==> config.mk <==
export PLATFORM = sky130hd
export DESIGN_NAME = alias_regfile
export DESIGN_NICKNAME = d
export VERILOG_FILES = /design/src/rtl/alias_rf_pkg.sv /design/src/rtl/alias_decode.sv /design/src/rtl/alias_read_slice.sv /design/src/rtl/alias_write_merge.sv /design/src/rtl/alias_regfile.sv
export SDC_FILE = /design/constraint.sdc
export NUM_CORES = 2
export LEC_CHECK = 0
export ABC_AREA = 0
export BUFFER_PORTS_ARGS = -buffer_cell sky130_fd_sc_hd__clkbuf_2
export CAP_MARGIN = 5
export CORE_MARGIN = 3
export CORE_UTILIZATION = 40
export DETAILED_ROUTE_END_ITERATION = 6
export PLACE_DENSITY_LB_ADDON = 0.2
export SLEW_MARGIN = 20
export SYNTH_ARGS = -nofsm -noshare
export SYNTH_HDL_FRONTEND = slang
export SYNTH_SLANG_ARGS = --single-unit
==> constraint.sdc <==
create_clock -name clk -period 4.1 [get_ports clk]
set_input_delay 0.41 -clock clk [delete_from_list [all_inputs] [get_ports clk]]
set_output_delay 0.41 -clock clk [all_outputs]
set_load 0.01 [all_outputs]
==> src/rtl/alias_rf_pkg.sv <==
package alias_rf_pkg;
  typedef enum logic [1:0] {
    SZ_B = 2'b00,
    SZ_H = 2'b01,
    SZ_W = 2'b10,
    SZ_D = 2'b11
  } opsz_t;
endpackage

==> src/rtl/alias_decode.sv <==
module alias_decode
  import alias_rf_pkg::*;
#(
  parameter int IDXW = 4
) (
  input  logic [IDXW-1:0] idx,
  input  logic [1:0]      size,
  input  logic            ext,
  output logic [IDXW-1:0] reg_sel,
  output opsz_t           eff_size,
  output logic            hi_byte
);
  always_comb begin
    eff_size = opsz_t'(size);
    if (size == SZ_D && !ext) eff_size = SZ_W;
    hi_byte = 1'b0;
    if (ext) begin
      reg_sel = idx;
    end else if (size == SZ_B) begin
      reg_sel = IDXW'(idx[1:0]);
      hi_byte = idx[2];
    end else begin
      reg_sel = IDXW'(idx[2:0]);
    end
  end
endmodule

==> src/rtl/alias_read_slice.sv <==
module alias_read_slice
  import alias_rf_pkg::*;
#(
  parameter int XLEN = 64
) (
  input  logic [XLEN-1:0] row,
  input  opsz_t           eff_size,
  input  logic            hi_byte,
  output logic [XLEN-1:0] data
);
  localparam int WBITS = XLEN / 2;

  always_comb begin
    data = '0;
    unique case (eff_size)
      SZ_B: data[7:0] = hi_byte ? row[15:8] : row[7:0];
      SZ_H: data[15:0] = row[15:0];
      SZ_W: data[WBITS-1:0] = row[WBITS-1:0];
      SZ_D: data = row;
    endcase
  end
endmodule

==> src/rtl/alias_write_merge.sv <==
module alias_write_merge
  import alias_rf_pkg::*;
#(
  parameter int XLEN = 64
) (
  input  logic [XLEN-1:0] old_row,
  input  logic [XLEN-1:0] wdata,
  input  opsz_t           eff_size,
  input  logic            hi_byte,
  output logic [XLEN-1:0] new_row
);
  localparam int WBITS = XLEN / 2;

  always_comb begin
    new_row = old_row;
    unique case (eff_size)
      SZ_B: begin
        if (hi_byte) new_row[15:8] = wdata[7:0];
        else         new_row[7:0]  = wdata[7:0];
      end
      SZ_H: new_row[15:0] = wdata[15:0];
      SZ_W: new_row = {{(XLEN-WBITS){1'b0}}, wdata[WBITS-1:0]};
      SZ_D: new_row = wdata;
    endcase
  end
endmodule

==> src/rtl/alias_regfile.sv <==
module alias_regfile
  import alias_rf_pkg::*;
#(
  parameter int XLEN = 64,
  parameter int NREG = 16
) (
  input  logic                    clk,
  input  logic                    rst,
  input  logic [$clog2(NREG)-1:0] rd0_idx,
  input  logic [1:0]              rd0_size,
  input  logic                    rd0_ext,
  output logic [XLEN-1:0]         rd0_data,
  input  logic [$clog2(NREG)-1:0] rd1_idx,
  input  logic [1:0]              rd1_size,
  input  logic                    rd1_ext,
  output logic [XLEN-1:0]         rd1_data,
  input  logic                    wr_en,
  input  logic [$clog2(NREG)-1:0] wr_idx,
  input  logic [1:0]              wr_size,
  input  logic                    wr_ext,
  input  logic [XLEN-1:0]         wr_data,
  output logic                    stall
);
  localparam int IDXW = $clog2(NREG);
  localparam int NRD  = 2;

  logic [XLEN-1:0] regs  [NREG];
  logic            pend  [NREG];
  opsz_t           plvl  [NREG];

  logic [IDXW-1:0] r_idx  [NRD];
  logic [1:0]      r_size [NRD];
  logic            r_ext  [NRD];
  logic [XLEN-1:0] r_data [NRD];
  logic [IDXW-1:0] r_sel  [NRD];
  opsz_t           r_eff  [NRD];
  logic            r_hi   [NRD];
  logic            r_stl  [NRD];

  assign r_idx[0]  = rd0_idx;
  assign r_size[0] = rd0_size;
  assign r_ext[0]  = rd0_ext;
  assign r_idx[1]  = rd1_idx;
  assign r_size[1] = rd1_size;
  assign r_ext[1]  = rd1_ext;
  assign rd0_data  = r_data[0];
  assign rd1_data  = r_data[1];

  for (genvar p = 0; p < NRD; p++) begin : g_rd
    alias_decode #(.IDXW(IDXW)) u_dec (
      .idx(r_idx[p]), .size(r_size[p]), .ext(r_ext[p]),
      .reg_sel(r_sel[p]), .eff_size(r_eff[p]), .hi_byte(r_hi[p])
    );
    alias_read_slice #(.XLEN(XLEN)) u_slice (
      .row(regs[r_sel[p]]), .eff_size(r_eff[p]), .hi_byte(r_hi[p]),
      .data(r_data[p])
    );
    assign r_stl[p] = pend[r_sel[p]] && (r_eff[p] > plvl[r_sel[p]]);
  end

  assign stall = r_stl[0] || r_stl[1];

  logic [IDXW-1:0] w_sel;
  opsz_t           w_eff;
  logic            w_hi;
  logic [XLEN-1:0] w_row;

  alias_decode #(.IDXW(IDXW)) u_wdec (
    .idx(wr_idx), .size(wr_size), .ext(wr_ext),
    .reg_sel(w_sel), .eff_size(w_eff), .hi_byte(w_hi)
  );
  alias_write_merge #(.XLEN(XLEN)) u_merge (
    .old_row(regs[w_sel]), .wdata(wr_data), .eff_size(w_eff),
    .hi_byte(w_hi), .new_row(w_row)
  );

  always_ff @(posedge clk) begin
    if (rst) begin
      for (int r = 0; r < NREG; r++) begin
        regs[r] <= '0;
        pend[r] <= 1'b0;
        plvl[r] <= SZ_B;
      end
    end else begin
      if (wr_en) regs[w_sel] <= w_row;
      for (int r = 0; r < NREG; r++) begin
        if (wr_en && w_sel == IDXW'(r)) begin
          if (w_eff == SZ_W || w_eff == SZ_D) begin
            pend[r] <= 1'b0;
          end else begin
            pend[r] <= 1'b1;
            if (!(pend[r] && plvl[r] == SZ_B)) plvl[r] <= w_eff;
          end
        end else if ((r_stl[0] && r_sel[0] == IDXW'(r)) ||
                     (r_stl[1] && r_sel[1] == IDXW'(r))) begin
          pend[r] <= 1'b0;
        end
      end
    end
  end
endmodule

Word-level counts from Yosys, hierarchy flattened
Memories as Yosys holds them, arrays and structs flattened.
Index checks and enable logic that the tools add are counted.
Operators by class
  add/sub/neg operators: 0
  multiply operators: 0
  shift-type cells: 0
  divide/modulo/power cells: 0
  muxes and demuxes: 343
  eq/ne operators: 60
  magnitude comparators: 2
  bitwise logic cells: 64
  reduce and logical (&&, ||, !) cells: 124
Operator list (number)
  $mux 1: 301
  $eq 4x4->1 const B: 24
  $pmux 48 s2: 1
  $logic_and 1x1->1: 69
  $mux 32: 2
  $mux 64: 1
  $or 1x1->1: 64
  $reduce_or 64->1: 1
  $eq 4x3->1 const B: 12
  $mux 8: 6
  $logic_not 2->1: 22
  $mux 2: 19
  $mux 16: 2
  $pmux 16 s2: 1
  $pmux 8 s2: 2
  $eq 4x2->1 const B: 6
  $eq 2x2->1 const B: 9
  $logic_or 1x1->1: 18
  $mux 4: 4
  $eq 4x1->1 const B: 3
  $logic_not 4->1: 3
  $mux 3: 4
  $reduce_or 3->1: 3
  $eq 2x1->1 const B: 3
  5 further kinds: 13
Storage, ports and cells
  memories kept: 3
  ROM bits: 0
  latch bits: 0
  word-level logic and storage cells: 596
  bits in writable memories: 1072
  input bits: 88
  output and inout bits: 129
  bits in registers: 0
Memory list
  regs: words 16, width 64, rd ports 2, clocked after memory_dff 0, wr ports 16, line alias_regfile.sv:27  | logic [XLEN-1:0] regs [NREG];
  plvl: words 16, width 2, rd ports 18, clocked after memory_dff 0, wr ports 16, line alias_regfile.sv:29  | opsz_t plvl [NREG];
  pend: words 16, width 1, rd ports 18, clocked after memory_dff 0, wr ports 16, line alias_regfile.sv:28  | logic pend [NREG];

Depth between registers and ports, before layout
An unclocked memory read counts as a cell.
  word-level depth: 13
  mapped depth: 12
  gate-level depth less buffers: 9

By module
From an unflattened synthesis, not the netlist that was laid out.
Second synthesis, totals
  cells, all modules: 4000
  area, all modules: 65845.7 µm²
Modules (own cells, without submodules)
  alias_regfile: area an instance 63812.5 µm², cells an instance 3728, times used 1, seq. area each 32190.9 µm²
  alias_read_slice: area an instance 520.5 µm², cells an instance 74, times used 2, seq. area each 0.0 µm²
  alias_write_merge: area an instance 812.0 µm², cells an instance 97, times used 1, seq. area each 0.0 µm²
  alias_decode: area an instance 60.1 µm², cells an instance 9, times used 3, seq. area each 0.0 µm²

Least setup slack after synthesis
Ideal clock, no wire load.
  path kind: input port to flip-flop
  start: input port rst
  end: memory regs[10][16] (enable)
  data required time: 3.646 ns
  stages: 6
  path buffers: 2
  arrival time: 3.493 ns
  path slack: 0.154 ns
  library setup time: 0.454 ns
  cell sequence: buf_2 > nand2b_1 > clkbuf_1 > nor4_2 > nor2_1 > nor2_1
RTL lines
  start, declared: line alias_regfile.sv:8  | input logic rst,
  end, declared: line alias_regfile.sv:27

==> summary.md <==
| Metric | Value |
|---|---|
| Root buf cell | clkbuf_16 |
| Req. time, crit path | 3.69 ns |
| Final hold vios | 0 |
| Layout cells sized above 1 | 0.294 |
| PortBufs | 216 |
| Hold_buf cts | 0 |
| DP Wirelength | between 100 and 150 mm |
| Ys async rst share | 0 |
| Period utilization | 0.958 |
| Clock Power Share | 0.391 |
| Postcts setup bufs | 0 |
| Design area | 63500 sq um |
| TritonCTS clock tree | done |
| Post-layout nets | a little over 4000 |
| Final WL | 195 mm |
| Largest net degree at the start of global routing | between 100 and 150 |
| Leak Pwr | between 20 and 25 nW |
| Finished Layout Cells | 5905 |
| Number of global-route vias before repair | 37400 |
| Unrepaired setup endpoints after global routing | false |
| GP Congestion | between 0.8 and 0.9 |
| Crit path max fanout | 5 |
| Slack of the critical path | about 0.17 ns |
| Inserted Clock Buffers | 118 |
| Initial core utilization | 0.404 |
| Worst Clk Skew | just over 0.008 ns |
| DRT Pass-1 Iters | 5 |
| Sequential power share | 0.479 |
| Fmax | 255 MHz |
| Post-layout min period | a little under 4 ns |
| Crit. End Element | output pin |
| Initial antenna violation count | 14 |
| Cell Rows | ~140 |
| Die H | 379 microns |
| DRT antenna net count | 0 |
| Max-slew violations | 0 |
| Clk buf depth | 3 |
| Boundary Pins | between 200 and 250 |
| Total GRT Usage | 0.271 |
| Detailed-route wire length per cell | approximately 33 microns |
| PwrDens | approximately 430 nW/um^2 |
| Vias/cell | roughly 6.3 |
| FF+latch count, synth | 1072 |
| Post-synth top flop | edfxtp_1 |
| Synth warn | 0 |
| Place WS | 0.683 ns |
| Post-Place Cells | between 5000 and 6000 |
| Worst-path clk slew | approximately 0.060 ns |
| NetSw | 0.00709 W |
| Sw frac | 0.258 |
| DIE WIDTH | approximately 380 microns |
| Area delta synth->final | 14.0% |
| Worst slew margin | 0.272 |
| Setup-failing EPs final | 0 |
| Reg2reg setup slack | 1.34 ns |
| Critical Path AT | 3.52 ns |
| Setup TNS | 0 ns |
| Via Count | 37400 |
| Worst VDD drop | slightly below 0.0004 V |
| Post-synthesis cell area | around 56000 sq um |
| Pwr Total | approximately 0.028 W |
| Syn Area/Cell | 14.7 sq um |
| Critical path class | reg2out |
| First-pass GRT wire length | 278 mm |
| Pint | 0.0204 W |
| Post-synthesis cell count | between 3000 and 4000 |
| Dpl cell area | 59700 sq um |
| Seq/Total Area, Yosys | 0.578 |
| Die Footprint | approximately 140000 sq um |
| Synth cell types | just under 70 |
| Status | finished, final reports clean |
| Combinational power share | 0.130 |
| Least-Margin Pin Slew | between 1 and 1.5 ns |
| Total gr overflow | 0 |
| Residual DRC count | 0 |
| Worst Setup Start Kind | register |
| Gates resized, CTS repair | 0 |
| EDFF count, synth | ~1100 |
| Worst-Skew Late Latency | about 0.75 ns |
| Maxcap violations | 0 |
| Core Area | 138000 sq um |
| H-tree depth | 3 |
| Clk sinks | around 1100 |
| DR iter-0 viols | ~4600 |
| HP Class | in2reg |
==> power by group through the flow <==
stage	clock, W	sequential (W)	combinational [W]
2_1_floorplan	0	0.0133	0.00222
3_3_place_gp	0	0.0134	0.00355
3_5_place_dp	0	0.0134	0.00356
4_1_cts	0.0109	0.0132	0.00357
5_1_grt	0.0113	0.0133	0.00372
6_report	0.0108	0.0132	0.00358
==> layer usage <==
metal / up-vias / wire length [microns] / GRT usage
li1: 15200 / - / -
met1: 19600 / 76400 / 0.373
met4: 6 / 7160 / 0.104
met2: 2190 / 92900 / 0.430
met3: 393 / 18900 / 0.0511
met5: - / 40 / 0
==> logic make-up after synthesis <==
kind of cell	share of synthesized area
AND/OR/NAND/NOR	0.124
AO/OA/AOI/OAI	0.0449
multiplexers	0.221
buffers and inverters	0.0320
other	0.0000673
flip-flops	0.578
adder cells (fa/ha/maj)	0.000898
==> critical path, cell delays in order (launching register included) <==
cell and delay (ns):
edfxtp_1 0.42, mux4_2 0.51, o22ai_1 0.19, nor2_1 0.08, ha_1 0.19, nor2b_1 0.16, o221ai_1 0.28, o31ai_1 0.68
clkbuf_2 0.25
==> layout make-up <==
class | instances | area (sq um)
Fill cell | 12100 | 74500
Sequential cell | 1072 | 32200
Multi-Input combinational cell | 2326 | 22100
Clock buffer | 150 | 3070
Timing Repair Buffer | 401 | 3010
Tap cell | 1863 | 2330
Clock inverter | 69 | 777
Inverter | 20 | 76.3
Antenna cell | 4 | 10.0
==> flip-flops by register name, indices dropped and copies added (netlist names) <==
name	count
regs	1024
plvl	32
pend	16
==> cells in the mapped netlist, drive strengths merged, types with 8 or more instances <==
cell type     n  share of area
a32o         16         0.0029
nor2        720          0.049
o31ai        13         0.0021
a221oi       18         0.0043
nor4         16         0.0039
nand2b       11         0.0012
and3        130          0.015
clkbuf      215          0.014
o22ai       191          0.021
mux2i        24         0.0043
nand3        28         0.0025
nand2        85         0.0058
o21ai         9        0.00094
nor3b        13         0.0020
and2        270          0.030
nor3        112          0.011
mux4        536           0.22
a21oi         8        0.00092
inv          18         0.0012
nand4        10         0.0011
buf         156          0.016
edfxtp     1072           0.58
o221ai       29         0.0046
o32a         13         0.0023
==> cell usage in the layout, fill, tap and decap left out, types with 105 or more instances in the layout <==
master	synthesis	layout
nor2_1	719	702
nor3_1	105	105
clkbuf_2	0	212
and3_1	130	129
edfxtp_1	1072	1072
mux4_2	536	536
o22ai_1	191	191
and2_1	270	270
buf_4	38	145
clkbuf_16	0	118
==> worst paths after layout <==
| kind | endpoint | from | cells past startpoint |
|---|---|---|---|
| setup / recovery | stall | plvl[3][0] | 8 |
| hold reg to reg | plvl[9][0] | pend[9] | 1 |
| setup reg to reg | pend[7] | plvl[12][1] | 9 |
| hold / removal | regs[8][31] | wr_data[31] | 2 |
==> metrics by stage <==
| step | util | hold WS, ns |
|---|---|---|
| floorplan | - | 0.590 |
| global placement | 0.432 | 0.661 |
| detailed placement | 0.432 | 0.664 |
| CTS | 0.460 | 0.0678 |
| global route | 0.460 | 0.139 |
| finish | 0.460 | 0.117 |
No activity file was read; power rests on OpenSTA's default activity.
